==> config.mk <==
export PLATFORM = sky130hd
export DESIGN_NAME = fetch_thread_sel
export DESIGN_NICKNAME = d
export VERILOG_FILES = /design/src/rtl/fts_pkg.sv /design/src/rtl/fts_elig.sv /design/src/rtl/fts_rr_list.sv /design/src/rtl/fts_min_rank.sv /design/src/rtl/fetch_thread_sel.sv
export SDC_FILE = /design/constraint.sdc
export NUM_CORES = 1
export LEC_CHECK = 0
export BUFFER_PORTS_ARGS = -buffer_cell sky130_fd_sc_hd__clkbuf_2
export CAP_MARGIN = 10
export CORE_MARGIN = 2
export CORE_UTILIZATION = 53
export CTS_CLUSTER_SIZE = 10
export DETAILED_ROUTE_END_ITERATION = 10
export GPL_ROUTABILITY_DRIVEN = 0
export GPL_TIMING_DRIVEN = 1
export PLACE_DENSITY = 0.94
export SLEW_MARGIN = 30
export SYNTH_ARGS = -nofsm -noshare
export SYNTH_HDL_FRONTEND = slang
export SYNTH_SLANG_ARGS = --single-unit
==> constraint.sdc <==
create_clock -name clk -period 17.9 [get_ports clk]
set_clock_uncertainty 0.05 [all_clocks]
set_input_delay 4.475 -clock clk [delete_from_list [all_inputs] [get_ports clk]]
set_output_delay 4.475 -clock clk [all_outputs]
set_load 0.02 [all_outputs]
==> src/rtl/fts_pkg.sv <==
package fts_pkg;
  localparam int ST_W = 3;

  typedef enum logic [ST_W-1:0] {
    ST_RUN        = 3'd0,
    ST_FILL_DONE  = 3'd1,
    ST_IDLE       = 3'd2,
    ST_BLOCKED    = 3'd3,
    ST_SQUASH     = 3'd4,
    ST_MISS_WAIT  = 3'd5,
    ST_RETRY_WAIT = 3'd6,
    ST_PARKED     = 3'd7
  } thr_state_e;

  typedef enum logic [1:0] {
    POL_SOLO   = 2'd0,
    POL_ROTATE = 2'd1,
    POL_IQ     = 2'd2,
    POL_LSQ    = 2'd3
  } pol_e;

  // True when a thread in this state may receive fetch bandwidth.
  function automatic logic state_can_fetch(input logic [ST_W-1:0] s);
    case (s)
      ST_RUN, ST_FILL_DONE, ST_IDLE: return 1'b1;
      default:                       return 1'b0;
    endcase
  endfunction
endpackage

==> src/rtl/fts_elig.sv <==
module fts_elig #(
  parameter int NTHR  = 4,
  parameter int TID_W = 2
) (
  input  logic [NTHR*fts_pkg::ST_W-1:0] status,
  input  logic [TID_W-1:0]              cnt_m1,
  output logic [NTHR-1:0]               elig
);
  import fts_pkg::*;

  for (genvar i = 0; i < NTHR; i++) begin : g_thr
    logic in_range;
    assign in_range = (TID_W'(i) <= cnt_m1);
    assign elig[i]  = in_range && state_can_fetch(status[i*ST_W +: ST_W]);
  end
endmodule

==> src/rtl/fts_rr_list.sv <==
module fts_rr_list #(
  parameter int NTHR  = 4,
  parameter int TID_W = 2
) (
  input  logic                    clk,
  input  logic                    rst_n,
  input  logic [NTHR-1:0]         elig,
  input  logic                    adv,
  output logic                    hit,
  output logic [TID_W-1:0]        tid,
  output logic [NTHR*TID_W-1:0]   order_flat
);
  logic [TID_W-1:0] order_q [NTHR];
  logic [TID_W-1:0] pos;

  // Scan from the tail down so the entry nearest the head wins.
  always_comb begin
    hit = 1'b0;
    pos = '0;
    tid = '0;
    for (int p = NTHR - 1; p >= 0; p--) begin
      if (elig[order_q[p]]) begin
        hit = 1'b1;
        pos = TID_W'(p);
        tid = order_q[p];
      end
    end
  end

  always_ff @(posedge clk) begin
    if (!rst_n) begin
      for (int p = 0; p < NTHR; p++) order_q[p] <= TID_W'(p);
    end else if (adv && hit) begin
      for (int p = 0; p < NTHR - 1; p++) begin
        if (TID_W'(p) >= pos) order_q[p] <= order_q[p+1];
      end
      order_q[NTHR-1] <= tid;
    end
  end

  for (genvar p = 0; p < NTHR; p++) begin : g_flat
    assign order_flat[p*TID_W +: TID_W] = order_q[p];
  end
endmodule

==> src/rtl/fts_min_rank.sv <==
module fts_min_rank #(
  parameter int NTHR  = 4,
  parameter int TID_W = 2,
  parameter int CNT_W = 6
) (
  input  logic [NTHR-1:0]       elig,
  input  logic [NTHR*CNT_W-1:0] cnt,
  output logic                  hit,
  output logic [TID_W-1:0]      tid
);
  logic [CNT_W-1:0] best;

  // Ascending scan with strict less-than keeps the lower ID on ties.
  always_comb begin
    hit  = 1'b0;
    tid  = '0;
    best = '0;
    for (int i = 0; i < NTHR; i++) begin
      if (elig[i] && (!hit || cnt[i*CNT_W +: CNT_W] < best)) begin
        hit  = 1'b1;
        tid  = TID_W'(i);
        best = cnt[i*CNT_W +: CNT_W];
      end
    end
  end
endmodule

==> src/rtl/fetch_thread_sel.sv <==
module fetch_thread_sel #(
  parameter int NTHR  = 4,
  parameter int CNT_W = 6,
  localparam int TID_W = $clog2(NTHR),
  localparam int ST_W  = fts_pkg::ST_W
) (
  input  logic                    clk,
  input  logic                    rst_n,
  input  logic [NTHR*ST_W-1:0]    thr_status,
  input  logic [NTHR*CNT_W-1:0]   iq_cnt,
  input  logic [NTHR*CNT_W-1:0]   lsq_cnt,
  input  logic [TID_W-1:0]        thr_cnt_m1,
  input  logic [1:0]              policy,
  input  logic                    grant_accept,
  output logic                    sel_valid,
  output logic                    sel_none,
  output logic [TID_W-1:0]        sel_tid,
  output logic                    cfg_bad
);
  import fts_pkg::*;

  logic [NTHR-1:0]       elig;
  logic                  one_thr;
  logic                  rr_hit, rank_hit, pick_hit;
  logic [TID_W-1:0]      rr_tid, rank_tid, pick_tid;
  logic                  rr_adv;
  logic [NTHR*TID_W-1:0] order_flat;
  logic [NTHR*CNT_W-1:0] rank_cnt;

  fts_elig #(.NTHR(NTHR), .TID_W(TID_W)) elig_i (
    .status(thr_status), .cnt_m1(thr_cnt_m1), .elig(elig)
  );

  assign one_thr  = (thr_cnt_m1 == '0);
  assign rr_adv   = grant_accept && (pol_e'(policy) == POL_ROTATE) && !one_thr;
  assign rank_cnt = (pol_e'(policy) == POL_LSQ) ? lsq_cnt : iq_cnt;

  fts_rr_list #(.NTHR(NTHR), .TID_W(TID_W)) rr_i (
    .clk(clk), .rst_n(rst_n), .elig(elig), .adv(rr_adv),
    .hit(rr_hit), .tid(rr_tid), .order_flat(order_flat)
  );

  fts_min_rank #(.NTHR(NTHR), .TID_W(TID_W), .CNT_W(CNT_W)) rank_i (
    .elig(elig), .cnt(rank_cnt), .hit(rank_hit), .tid(rank_tid)
  );

  always_comb begin
    pick_hit = 1'b0;
    pick_tid = '0;
    if (one_thr) begin
      pick_hit = elig[0];
    end else begin
      case (pol_e'(policy))
        POL_SOLO:   pick_hit = 1'b0;
        POL_ROTATE: begin pick_hit = rr_hit;   pick_tid = rr_tid;   end
        default:    begin pick_hit = rank_hit; pick_tid = rank_tid; end
      endcase
    end
  end

  assign sel_valid = pick_hit;
  assign sel_none  = !pick_hit;
  assign sel_tid   = pick_hit ? pick_tid : '0;
  assign cfg_bad   = (pol_e'(policy) == POL_SOLO) && !one_thr;
endmodule

==> flow_summary_export.csv <==
group,metric,value,unit
layout,stdcell_area,2090,µm²
layout,largest_register,"rr_i.order_q",
detailed_routing,vias_per_cell,5.82,
synth,syn_area,1690,µm²
synth,ys_seq_area_frac,0.143,
critical_path,crit_top_cell,"ha_1",
global_route,grt_max_degree,19,
power_and_ir_drop,pwr-share-seq,0.250,
cts,clock_sinks,8,
cts,cts_resized,0,
synth,synth_cell_types,47,
global_route,grt_usage,0.263,
job,max_cap_viol_count,0,
critical_path,required,13.38,ns
sta,rsz0062_at_grt,"false",
power_and_ir_drop,swShare,0.386,
power_and_ir_drop,power_density,42.6,nW/µm²
sta,report.final.slew_viol_count,0,
synth,netlist_instances,205,
detailed_routing,route.antenna.remaining_nets,0,
layout,largest_reg_flops,8,
sta,setup_viol_count_final,0,
cts,cts_tree,"done",
critical_path,cp.arrival,10.28,ns
sta,finalCriticalPeriod,14.81,ns
synth,postSynthNetCount,287,
synth,yosys_warnings,0,
sta,hold_viol_final,0,
critical_path,cp_max_fo,18,
critical_path,slowest_stage,"nand2_1",
floorplanning,rows,20,
floorplanning,io_pins,72,
sta,max_freq,67.5,MHz
place,io_buffers,71,
cts,cts_setup_buffers,0,
detailed_routing,drcViolationCount,0,
detailed_routing,wl_met3,305,µm
cts,worstSkewPairLatency,0.25,ns
sta,tns,0,ns
sta,tightest_slew,0.695,ns
critical_path,crit_type,"primary input to output pin",
detailed_routing,dr.pass1.iters,4,
cts,root_buffer,"clkbuf_4",
global_route,antenna_found_initial,0,
power_and_ir_drop,irDropWorstVdd,0.0000255,V
power_and_ir_drop,leakage,1.02,nW
global_route,grt_pass1_wl,7.38,mm
place,hpwl,3.82,mm
worst_hold_path,hp-class,"flop to flop",
sta,finalCritPeriodShare,0.827,
detailed_routing,vias,1844,
global_route,grt_pass1_vias,1727,
sta,slew_headroom,0.536,
place,placed_cell_area,2070,µm²
cts,clk_pin_slew_worst_paths,0.05,ns
cts,cts_buffers,3,
layout,areaGrowthSynthToFinish,23.9,%
cts,htree_levels,1,
global_route,overflow,0,
floorplanning,chipWidth,60.4,µm
power_and_ir_drop,p_sw,0.0343,mW
layout,fin_util,0.690,
layout,layout-drive-gt1-share,0.381,
power_and_ir_drop,internal-power,0.0547,mW
outcome,status,"completed",
floorplanning,dieArea,3650,µm²
critical_path,startpoint_type,"primary input",
cts,cts.hold.buffers_added,0,
power_and_ir_drop,p_comb_frac,0.600,
detailed_routing,wire_per_inst,14.0,µm
layout,nNetsFinal,357,
detailed_routing,wirelength,4.43,mm
floorplanning,start_util,0.557,
cts,clockBufferDepth,2,
layout,reg.largest.list,"rr_i.order_q x8",
synth,synth-seq-cells,8,
detailed_routing,wl_met2,2.22,mm
detailed_routing,top_layer,"met3",
critical_path,cp_slowest_stage_delay,0.55,ns
critical_path,endpoint_kind,"output pin",
power_and_ir_drop,power.share.clock,0.150,
synth,syn_avg_cell_area,8.22,µm²
floorplanning,core_area,3030,µm²
detailed_routing,drtIter0Drc,71,
floorplanning,die_h,60.4,µm
detailed_routing,met1_length,1.90,mm
layout,insertedDiodeCount,0,
[worst paths after layout]
check | from | cells past startpoint | end | slack, ns
worst max-delay path | policy[1] | 25 | sel_tid[1] | 3.09
worst max register to register | rr_i.order_q[0][0]$_SDFFCE_PN0P_ | 4 | rr_i.order_q[3][0]$_SDFFCE_PN1P_ | 15.81
worst min-delay path | rr_i.order_q[3][1]$_SDFFCE_PN1P_ | 1 | rr_i.order_q[2][1]$_SDFFCE_PN1P_ | 0.61
worst min register to register | rr_i.order_q[3][1]$_SDFFCE_PN1P_ | 1 | rr_i.order_q[2][1]$_SDFFCE_PN1P_ | 0.61
[worst max-delay path: cells and delay by family]
kind,cells,cell delay [ns]
AOI/OAI and AO/OA,11,2.33
adders and majority gates,3,0.87
buffers and inverters,3,0.40
muxes,2,0.67
and+or+nand+nor,6,1.52
[cells in the final DEF (no fill, tap or decap), drive strengths merged, types with 2 or more instances in the layout]
cell,Yosys,routed
nand2,29,29
nand3,6,6
o21a,10,10
and2,5,5
mux4,3,3
o21bai,2,2
or2,2,2
a21o,2,2
nor2b,2,2
nor2,13,13
nand4b,2,2
a211oi,4,4
and3,4,4
mux2i,12,12
a21oi,15,15
edfxtp,8,8
ha,15,15
nand2b,2,2
clkbuf,3,74
o21ai,8,8
a22oi,3,3
inv,7,7
mux2,21,21
and4,2,2
nor3,2,2
o2111ai,3,3
nor3b,3,3
[stage by stage]
| stage | hold WS [ns] | setup WS [ns] | power, mW | instances |
|---|---|---|---|---|
| global route | 0.659 | 2.59 | 0.0964 | 317 |
| floorplan | 0.553 | 3.54 | 0.0593 | 205 |
| finish | 0.614 | 3.09 | 0.0891 | 317 |
| global placement | 0.593 | 3.28 | 0.0737 | 314 |
| detailed placement | 0.595 | 3.14 | 0.0754 | 314 |
| CTS | 0.606 | 3.11 | 0.0891 | 317 |
[power groups by stage]
stage	clock network, mW	logic [mW]	registers (mW)
after floorplan	0	0.0372	0.0221
after global placement	0	0.0512	0.0225
after detailed placement	0	0.0528	0.0226
after CTS	0.0138	0.0531	0.0222
after global routing	0.0149	0.0591	0.0224
final	0.0134	0.0535	0.0222
[area by class of cell]
class	instances	area (µm²)
clock buffers	3	22.5
multi-input cells	183	1380
repair buffers	72	363
fillers	251	940
inverters	7	26.3
well taps	44	55.1
flip-flops and latches	8	240
[metal layers]
layer  global-route usage  up-vias
met1                0.339      847
met4               0.0222        0
li1                     -      924
met3               0.0384        0
met2                0.481       73
met5                    0        -
[cells in the mapped netlist (all sizes together)]
master	count	area (µm²)
o21ai	8	40.0
inv	7	26.3
a22oi	3	22.5
mux2i	12	120
and4	2	17.5
a211oi	4	30.0
nor3b	3	27.5
nor3	2	10.0
a21oi	15	78.8
a2bb2oi	1	8.76
nand2b	2	12.5
nand4b	2	17.5
o21a	10	75.1
mux2	21	236
a221oi	1	15.0
nand3	6	30.0
and2	5	33.8
nand4	1	6.26
and3b	1	8.76
mux4	3	67.6
nand3b	1	7.51
edfxtp	8	240
or2	2	12.5
o211ai	1	7.51
ha	15	188
nor2	13	48.8
a31oi	1	6.26
o22ai	1	6.26
and3	4	25.0
buf	4	26.3
a311o	1	10.0
nor2b	2	12.5
clkbuf	3	11.3
and4b	1	10.0
a22o	1	8.76
o2111ai	3	26.3
nand2	29	109
a21o	2	15.0
o221ai	1	8.76
or3	1	6.26
o21bai	2	15.0
[cells by family after synthesis]
logic type | share of synthesized area
and+or+nand+nor | 0.235
AOI/OAI and AO/OA | 0.222
muxes | 0.252
adders and majority gates | 0.111
buffers and inverters | 0.0379
DFF | 0.143
Power figures use the tool's default switching activity.
